===== src/rtl/psw_divider.sv =====
module psw_divider #(
  parameter int M_BASE = 64,
  parameter int N_W    = 12,
  parameter int A_W    = 6,
  parameter int N_MIN  = 5,
  parameter int N_RST  = 5,
  parameter int A_RST  = 0
) (
  input  logic           clk,
  input  logic           rst,
  input  logic           load,
  input  logic [N_W-1:0] n_in,
  input  logic [A_W-1:0] a_in,
  output logic           div_pulse,
  output logic           cfg_err
);
  localparam int P_W = $clog2(M_BASE + 1);

  logic [P_W-1:0] pre_cnt;
  logic [N_W-1:0] n_cnt, n_sh;
  logic [A_W-1:0] s_cnt, a_sh;

  wire [P_W-1:0] pre_last = (s_cnt != '0) ? P_W'(M_BASE) : P_W'(M_BASE - 1);
  wire pre_tick = (pre_cnt == pre_last);
  wire cyc_end  = pre_tick && (n_cnt == N_W'(1));
  wire cfg_ok   = (n_in >= N_W'(N_MIN)) && (N_W'(a_in) < n_in);

  always_ff @(posedge clk) begin
    if (rst) begin
      pre_cnt   <= '0;
      n_cnt     <= N_W'(N_RST);
      s_cnt     <= A_W'(A_RST);
      n_sh      <= N_W'(N_RST);
      a_sh      <= A_W'(A_RST);
      div_pulse <= 1'b0;
      cfg_err   <= 1'b0;
    end else begin
      div_pulse <= cyc_end;
      if (load) begin
        cfg_err <= !cfg_ok;
        if (cfg_ok) begin
          n_sh <= n_in;
          a_sh <= a_in;
        end
      end
      if (pre_tick) begin
        pre_cnt <= '0;
        if (cyc_end) begin
          n_cnt <= n_sh;
          s_cnt <= a_sh;
        end else begin
          n_cnt <= n_cnt - N_W'(1);
          s_cnt <= s_cnt - A_W'(s_cnt != '0);
        end
      end else begin
        pre_cnt <= pre_cnt + P_W'(1);
      end
    end
  end
endmodule



===== config.mk =====
export PLATFORM = sky130hd
export DESIGN_NAME = psw_divider
export DESIGN_NICKNAME = d
export VERILOG_FILES = /design/src/rtl/psw_divider.sv
export SDC_FILE = /design/constraint.sdc
export NUM_CORES = 1
export LEC_CHECK = 0
export BUFFER_PORTS_ARGS = -buffer_cell sky130_fd_sc_hd__buf_2
export CAP_MARGIN = 15
export CORE_MARGIN = 10
export CORE_UTILIZATION = 53
export CTS_BUF_LIST = sky130_fd_sc_hd__clkbuf_16
export DETAILED_ROUTE_END_ITERATION = 8
export PLACE_DENSITY_LB_ADDON = 0.15
export SLEW_MARGIN = 10
export SYNTH_ARGS = -nofsm -noshare
export SYNTH_HDL_FRONTEND = slang
export SYNTH_SLANG_ARGS = --single-unit

===== constraint.sdc =====
create_clock -name clk -period 2 [get_ports clk]
set_input_delay 0.3 -clock clk [delete_from_list [all_inputs] [get_ports clk]]
set_output_delay 0.3 -clock clk [all_outputs]
set_load 0.005 [all_outputs]

==> results of run 1 <==
cells in the mapped netlist, drive strengths merged (2+ instances only):
library cell  count
buf               6
nand3b            2
nor4b             2
inv              16
nand2b           24
nor3b             2
nor4              5
nand2            16
or3               2
ha               10
o21ai            16
xnor2             3
o32ai             2
dfxtp            45
nand4             4
nor3             14
a2111oi           2
nand3             8
xor2              2
mux2i            14
nor2b             2
nor2             35
a21oi            22
mux2              3
o41ai             2
and2              4
clkbuf            7
o211ai            4
a32oi             6
routing by layer:
| metal | up-vias | part of all wire, % |
|---|---|---|
| met1 | 999 | 49 |
| li1 | 1123 | - |
| met5 | - | 0 |
| met2 | 59 | 44 |
| met4 | 0 | 1.0 |
| met3 | 6 | 5.9 |
worst reg2reg max path: stages (launching register included):
cell       delay (ps)
dfxtp_1           320
or4b_4            550
nor4_4            170
mux2_2            300
or2b_1            290
a2bb2oi_1         160
power by group:
group,leakage [nW],switching (mW),total (mW),internal [mW]
registers,0.367,0.0226,0.950,0.928
logic,0.749,0.0888,0.176,0.0876
clock network,0.0696,0.337,0.794,0.458
total,1.19,0.448,1.92,1.47
how the worst min path moves through the flow:
stage                         from       end  slack [ps]  cells past startpoint
final                     n_in[11]  n_sh[11]         260                      3
after global routing       n_in[8]   n_sh[8]         270                      3
after CTS                  n_in[7]   n_sh[7]         250                      3
after detailed placement  s_cnt[0]  s_cnt[0]         450                      2
after global placement    s_cnt[0]  s_cnt[0]         440                      2
after floorplan           s_cnt[0]  s_cnt[0]         430                      2
kinds of logic after synthesis:
| kind of cell | share of synthesized area [%] |
|---|---|
| simple gates | 27.5 |
| xor+xnor | 1.77 |
| buf+inv | 5.50 |
| flops | 36.3 |
| fa+ha+maj | 5.05 |
| mux | 7.16 |
| compound gates | 16.7 |
layout make-up:
cell class / instances / area (um2) / share of cell area [%]
Timing Repair Buffer: 47 / 327 / 11.1
Sequential cell: 45 / 901 / 30.7
Clock inverter: 3 / 17.5 / 0.596
Tap cell: 52 / 65.1 / 2.21
Inverter: 16 / 60.1 / 2.04
Clock buffer: 5 / 125 / 4.26
Multi-Input combinational cell: 219 / 1440 / 49.1
per-stage QoR:
stage	utilization [%]	instances	hold slack [ps]
detailed placement	62.6	378	455
finish	66.1	387	257
global placement	62.6	378	445
CTS	65.9	386	253
global route	66.1	387	268
floorplan	-	293	432
registers in the layout (all words and copies together), names as in the netlist:
name / cells
s_cnt: 6
a_sh: 6
n_sh: 12
n_cnt: 12
div_pulse: 1
cfg_err: 1
pre_cnt: 7
repair_timing:
action                                 CTS  global route
endpoints found under the hold margin    0             0
hold buffers                             0             0
gates resized for setup                  0             1
setup buffers                            0             1
setup endpoints to repair                0             1
==> flow_summary_export.csv, run 1 <==
group,metric,value,unit
sta,tightest_slew,535,ps
route,routed_wl,5.41,mm
power_and_ir_drop,total_power,1.92,mW
route,routedWlPerCell,14.0,um
floorplan,rows,24,
clock_network,cts_buffers,5,
clock_network,clk_latency,280,ps
floorplan,start_util,55.8,%
route,via_count,2187,
sta,finalSetupViolCount,0,
logic_synthesis,ys.flop_type,"dfxtp_1",
logic_synthesis,synthTopCellsByArea,"dfxtp_1 36%, nand2b_1 6.1%, nor2_1 5.3%, mux2i_1 5.2%, ha_1 5.0%",
finish,final_common_cell,"dfxtp_1",
clock_network,clkSinkCount,45,
worst_setup_path,cp.required,2170,ps
global_route,track_usage,14.8,%
sta,rsz0062_at_grt,"false",
global_route,groute.layer.met2.usage,22.5,%
finish,diodes,0,
logic_synthesis,post_synth.cell_area_avg,8.46,um2
route,antenna_left,0,
worst_setup_path,slowest_delay,550,ps
worst_setup_path,cp.depth,5,
clock_network,clock_path_buffers,2,
logic_synthesis,yosysSeqAreaShare,36.3,%
global_route,gr-usage-met3,3.58,%
placed_design,place_area,2780,um2
outcome,status,"finished, final reports clean",
sta,clock_skew,3.17,ps
global_route,grt_util_met1,20.1,%
worst_setup_path,rr_startpoint,"pre_cnt[2]",
worst_setup_path,regToRegSetupSlack,110,ps
logic_synthesis,synth_area,2480,um2
logic_synthesis,synthesis.nets,324,
sta,tns,0,ps
floorplan,fp.coreArea,4440,um2
global_route,grt_pass1_wl,9.43,mm
min_path,hold_class,"in2reg",
worst_setup_path,critPathKind,"reg2reg",
flow_run,maxCapViolations,0,
finish,fill_cells,402,
route,drtIter0Drc,164,
finish,fin_area,2940,um2
global_route,top_usage_layer,"met2",
clock_network,cts_htree_levels,2,
route,firstDrtPassIters,4,
sta,slew_headroom,64.1,%
logic_synthesis,ys_warn_count,0,
placed_design,place_congestion,0.825,
finish,drive_above_1_share,19.7,%
floorplan,die_h,88.4,um
worst_setup_path,crit_start,"pre_cnt[2]",
floorplan,ios,23,
floorplan,die_width,88.4,um
worst_setup_path,crit_arrival,2060,ps
floorplan,die-area,7820,um2
finish,final_cell_mix,"45 x dfxtp_1, 35 x nor2_1, 24 x nand2b_1",
route,route.detailed.drc,0,
worst_setup_path,crit_buf_inv,0,
global_route,grt_max_degree,36,
power_and_ir_drop,p_leak,1.19,nW
worst_setup_path,crit_chain,"or4b_4, nor4_4, mux2_2, or2b_1, a2bb2oi_1",
clock_network,cts_tree,"done",
logic_synthesis,synth_top_area_share,36.3,%
worst_setup_path,r2r_end,"n_cnt[2]",
placed_design,hpwlAfterDp,4.02,mm
worst_setup_path,reg2reg_depth,5,
placed_design,port_buffers,22,
clock_network,cts_root_buffer,"clkbuf_16",
worst_setup_path,critPathSlowestCell,"or4b_4",
logic_synthesis,netlist_instances,293,
sta,period_needed,1890,ps
worst_setup_path,crit_path_end_kind,"flip-flop",
worst_setup_path,cp-start-kind,"flip-flop",
power_and_ir_drop,power_density,654,nW/um2
route,via_per_inst,5.65,
logic_synthesis,ys_ff_latch,45,
clock_network,clk_pin_slew,60,ps
sta,hold_viol_final,0,
sta,drv_slew,0,
sta,setup_slack,110,ps
power_and_ir_drop,max-vdd-ir-drop,0.339,mV
worst_setup_path,path_max_fanout,8,
placed_design,pre_cts_ws,56.5,ps
logic_synthesis,synth_edf_count,0,
logic_synthesis,synth.distinct_cells,51,
worst_setup_path,crit_path_end,"n_cnt[2]",
global_route,antenna_found_initial,0,
sta,fin_crit_sh,94.5,%
global_route,grt-ovfl-total,0,
finish,area_growth,18.5,%
sta,fmax,529,MHz
logic_synthesis,synth_top_cell_by_area,"dfxtp_1",
global_route,grt_pass1_vias,2070,
finish,nets,365,
worst_setup_path,cpLargestDelayFamily,"simple AND/OR/NAND/NOR gates",
logic_synthesis,async_flop_share,0,%
Power figures use the tool's default switching activity.
==> inputs of run 2 (changes only) <==
--- a/config.mk
+++ b/config.mk
@@ -7,6 +7,7 @@
 export LEC_CHECK = 0
 export BUFFER_PORTS_ARGS = -buffer_cell sky130_fd_sc_hd__buf_2
 export CAP_MARGIN = 15
+export CORE_ASPECT_RATIO = 1.2
 export CORE_MARGIN = 10
 export CORE_UTILIZATION = 53
 export CTS_BUF_LIST = sky130_fd_sc_hd__clkbuf_16
==> constraint.sdc (replaced) <==
create_clock -name clk -period 1.6 [get_ports clk]
set_input_delay 0.24 -clock clk [delete_from_list [all_inputs] [get_ports clk]]
set_output_delay 0.24 -clock clk [all_outputs]
set_load 0.005 [all_outputs]
==> flow_summary_export.csv, run 2 (synthesis gave the netlist of run 1 again) <==
group,metric,value,unit
worst_setup_path,r2r_end,"n_cnt[0]",
clock_network,clk_pin_slew,60,ps
route,via_count,2405,
floorplan,fp.coreArea,4560,um2
finish,diodes,0,
sta,rsz0062_at_grt,"true",
worst_setup_path,critPathKind,"reg2reg",
worst_setup_path,crit_arrival,2010,ps
finish,final_cells,437,
global_route,grt_pass1_vias,2456,
worst_setup_path,critPathSlowestCell,"or4b_4",
placed_design,dp.cells,421,
global_route,grt-ovfl-total,0,
worst_setup_path,rr_startpoint,"pre_cnt[2]",
min_path,hold_class,"in2reg",
finish,final_common_cell,"buf_4",
finish,drive_above_1_share,37.2,%
route,route.detailed.drc,0,
worst_setup_path,crit_path_end_kind,"flip-flop",
sta,hold_viol_final,0,
worst_setup_path,cp-start-kind,"flip-flop",
sta,fin_crit_sh,115,%
placed_design,hpwlAfterDp,4.58,mm
global_route,grt_pass1_wl,10.7,mm
sta,tightest_slew,373,ps
clock_network,cts_root_buffer,"clkbuf_16",
floorplan,die-area,7830,um2
route,antenna_left,0,
floorplan,die_width,82.4,um
worst_setup_path,crit_path_end,"n_cnt[0]",
finish,final_cell_mix,"62 x buf_4, 41 x dfxtp_1, 32 x nor2_1",
clock_network,cts_tree,"done",
power_and_ir_drop,power_density,697,nW/um2
sta,tns,-3500,ps
floorplan,rows,27,
finish,nets,410,
placed_design,place_congestion,0.900,
clock_network,cts_htree_levels,2,
floorplan,start_util,54.4,%
flow_run,maxCapViolations,0,
sta,finalSetupViolCount,25,
power_and_ir_drop,max-vdd-ir-drop,0.610,mV
finish,top_regs,"n_cnt x12, n_sh x12, pre_cnt x7",
sta,slew_headroom,74.9,%
placed_design,port_buffers,22,
worst_setup_path,crit_start,"pre_cnt[2]",
route,via_per_inst,5.50,
clock_network,cts_buffers,5,
sta,period_needed,1840,ps
global_route,grt_max_degree,43,
sta,setup_slack,-237,ps
clock_network,clkSinkCount,45,
sta,drv_slew,0,
worst_setup_path,regToRegSetupSlack,-240,ps
sta,clock_skew,1.65,ps
outcome,violations,"negative setup slack",
route,firstDrtPassIters,4,
worst_setup_path,slowest_delay,540,ps
worst_setup_path,path_max_fanout,2,
worst_setup_path,reg2reg_depth,5,
route,routed_wl,6.38,mm
worst_setup_path,cp.required,1780,ps
outcome,status,"finished, violations left",
worst_setup_path,crit_chain,"or4b_4, nor4_4, mux2i_2, or3_1, a31o_1",
power_and_ir_drop,p_leak,1.44,nW
finish,area_growth,40.2,%
floorplan,ios,23,
power_and_ir_drop,total_power,2.42,mW
route,drtIter0Drc,166,
sta,fmax,544,MHz
global_route,antenna_found_initial,0,
route,routedWlPerCell,14.6,um
floorplan,die_h,94.9,um
clock_network,clock_path_buffers,2,
finish,fill_cells,340,
global_route,track_usage,17.0,%
clock_network,clk_latency,280,ps
run 2: critical path: cells and delay by family, from the launching register on:
| family | cells | cell delay [ps] |
|---|---|---|
| flip-flops | 1 | 320 |
| multiplexers | 1 | 120 |
| AND/OR/NAND/NOR | 3 | 1120 |
| AO/OA/AOI/OAI | 1 | 170 |
run 2: repair_timing:
action,CTS,global route
resized for setup,11,20
cloned,0,1
endpoints found under the setup margin,26,26
hold buffers,0,0
setup buffers,3,5
pin swaps,7,11
run 2: worst min-delay path by stage:
stage / depth (start not counted) / from / endpoint / slack [ps]
after floorplan: 2 / n_in[10] / n_sh[10] / 370
after global placement: 2 / s_cnt[0] / s_cnt[0] / 450
after detailed placement: 2 / s_cnt[0] / s_cnt[0] / 450
after CTS: 3 / n_in[10] / n_sh[10] / 190
after global routing: 3 / n_in[9] / n_sh[9] / 220
final: 3 / n_in[9] / n_sh[9] / 200
run 2: final cells by class:
type,count,area [um2],area share [%]
Timing Repair Buffer,92,706,20.3
Sequential cell,45,906,26.1
Multi-Input combinational cell,219,1600,46.0
Inverter,16,62.6,1.80
Clock buffer,5,125,3.60
Clock inverter,2,7.51,0.216
Tap cell,58,72.6,2.09
run 2: layer usage:
metal	global-route usage [%]	routed length, um
met1	20.3	2910
met2	28.6	3200
met3	3.99	174
met4	6.11	99
met5	0	0
run 2: per-stage QoR:
step / hold slack, ps / instance area [um2] / worst slack [ps] / utilization, %
finish: 196 / 3480 / -237 / 76.2
global route: 215 / 3480 / -310 / 76.2
CTS: 188 / 3350 / -238 / 73.5
detailed placement: 455 / 3160 / -262 / 69.2
global placement: 446 / 3160 / -229 / 69.2
floorplan: 373 / 2560 / -255 / -
run 2: power by group:
part           total (mW)  switching (mW)  internal (mW)
combinational       0.275           0.133          0.142
clock               0.962           0.403          0.559
sequential           1.19          0.0276           1.16
total                2.42           0.564           1.86
==> inputs of run 3 (changes only) <==
--- a/config.mk
+++ b/config.mk
@@ -7,7 +7,6 @@
 export LEC_CHECK = 0
 export BUFFER_PORTS_ARGS = -buffer_cell sky130_fd_sc_hd__buf_2
 export CAP_MARGIN = 15
-export CORE_ASPECT_RATIO = 1.2
 export CORE_MARGIN = 10
 export CORE_UTILIZATION = 53
 export CTS_BUF_LIST = sky130_fd_sc_hd__clkbuf_16
==> constraint.sdc (replaced) <==
create_clock -name clk -period 1.55 [get_ports clk]
set_input_delay 0.2325 -clock clk [delete_from_list [all_inputs] [get_ports clk]]
set_output_delay 0.2325 -clock clk [all_outputs]
set_load 0.005 [all_outputs]
==> flow_summary_export.csv, run 3 (synthesis gave the netlist of run 1 again) <==
group,metric,value,unit
outcome,status,"finished, violations left",
outcome,violations,"negative setup slack",
floorplan,die_width,88.4,um
worst_setup_path,critPathSlowestCell,"or4_4",
finish,drive_above_1_share,35.2,%
placed_design,place_congestion,0.893,
placed_design,port_buffers,22,
clock_network,clock_path_buffers,2,
global_route,track_usage,16.7,%
finish,final_common_cell,"buf_4",
route,route.detailed.drc,0,
route,wirelength_met1,2.98,mm
sta,finalSetupViolCount,26,
finish,top_regs,"n_cnt x12, n_sh x12, pre_cnt x7",
power_and_ir_drop,max-vdd-ir-drop,0.514,mV
placed_design,dp.cells,417,
global_route,grt_max_degree,29,
global_route,grt_pass1_vias,2425,
route,firstDrtPassIters,4,
sta,period_needed,1890,ps
min_path,hold_class,"in2reg",
worst_setup_path,cpLargestDelayFamily,"simple AND/OR/NAND/NOR gates",
power_and_ir_drop,p_leak,1.43,nW
route,routed_wl,6.64,mm
flow_run,maxCapViolations,0,
clock_network,cts_htree_levels,2,
route,dr_wl_met2,3.21,mm
route,routed.top_layer,"met4",
floorplan,fp.coreArea,4440,um2
worst_setup_path,crit_arrival,2030,ps
finish,seqCellArea,903,um2
clock_network,clkSinkCount,45,
finish,final_cell_mix,"60 x buf_4, 43 x dfxtp_1, 30 x nor2_1",
sta,rsz0062_at_grt,"true",
global_route,antenna_found_initial,0,
sta,clock_skew,5.02,ps
sta,slew_headroom,69.0,%
route,via_count,2426,
route,routedWlPerCell,15.4,um
worst_setup_path,crit_buf_inv,1,
floorplan,ios,23,
sta,hold_viol_final,0,
sta,setup_slack,-342,ps
finish,fill_cells,326,
route,via_per_inst,5.64,
worst_setup_path,crit_path_end_kind,"flip-flop",
clock_network,cts_root_buffer,"clkbuf_16",
finish,fin_area,3430,um2
floorplan,rows,24,
finish,diodes,0,
finish,nets,408,
sta,drv_slew,0,
route,drtIter0Drc,176,
global_route,grt-ovfl-total,0,
placed_design,pre_cts_ws,-368,ps
floorplan,die-area,7820,um2
clock_network,cts_tree,"done",
placed_design,place_area,3180,um2
route,antenna_left,0,
worst_setup_path,cp-start-kind,"flip-flop",
power_and_ir_drop,power_density,739,nW/um2
worst_setup_path,cp.required,1690,ps
sta,tns,-5600,ps
worst_setup_path,crit_chain,"or4_4, nor4b_4, buf_12, nor3_1, a21oi_1, o32ai_1",
finish,final_cells,430,
clock_network,clk_latency,280,ps
global_route,grt_pass1_wl,10.7,mm
floorplan,die_h,88.4,um
sta,tightest_slew,466,ps
route,wl_met3,382,um
clock_network,clk_pin_slew,60,ps
floorplan,start_util,55.8,%
worst_setup_path,path_max_fanout,17,
sta,fin_crit_sh,122,%
clock_network,cts_buffers,5,
worst_setup_path,critPathKind,"reg2reg",
finish,area_growth,38.1,%
finish,multi_input_area,1590,um2
placed_design,hpwlAfterDp,4.71,mm
clock_network,hold_buffers,0,
sta,fmax,529,MHz
worst_setup_path,slowest_delay,570,ps
[run 3: metal layers]
metal	vias up	global-route usage (%)
li1	1224	-
met5	-	0
met2	65	28.0
met1	1128	20.9
met3	9	3.40
met4	0	5.58
[run 3: path summary, 6_finish.rpt]
check / startpoint / endpoint / slack (ps) / cells past startpoint
max: n_cnt[8] / s_cnt[5] / -340 / 6
min: n_in[9] / n_sh[9] / 190 / 3
max reg2reg: n_cnt[8] / s_cnt[5] / -340 / 6
min reg2reg: a_sh[2] / a_sh[2] / 480 / 2
[run 3: through the flow]
step / utilization [%] / hold WS [ps] / total power, mW
3_3_place_gp: 71.5 / 441 / 1.54
2_1_floorplan: - / 365 / 1.41
4_1_cts: 75.9 / 185 / 2.54
5_1_grt: 77.1 / 197 / 2.61
6_report: 77.1 / 186 / 2.53
3_5_place_dp: 71.5 / 465 / 1.55
[run 3: final cells by class]
type	instances	share of cell area (%)
inverters	16	1.90
flip-flops and latches	45	26.4
clock buffers	5	3.65
well taps	52	1.90
clock inverters	3	0.365
multi-input cells	220	46.4
repair buffers	89	19.4
[run 3: timing repair]
| action | in CTS | in global routing |
|---|---|---|
| gates cloned | 1 | 1 |
| buffers inserted | 3 | 0 |
| pin swaps | 1 | 5 |
| gates resized for setup | 6 | 14 |
| endpoints found under the setup margin | 26 | 26 |
[run 3: where the power goes]
part	switching [mW]	leakage (nW)	total, mW	internal, mW
logic	0.147	0.990	0.308	0.161
registers	0.0250	0.368	1.22	1.20
clock network	0.417	0.0687	1.00	0.583
total	0.589	1.43	2.53	1.94
[run 3: worst register-to-register path, cell delays in order (launching register included)]
cell and delay, ps:
dfxtp_1 320, or4_4 570, nor4b_4 280, buf_12 190, nor3_1 70, a21oi_1 180, o32ai_1 140
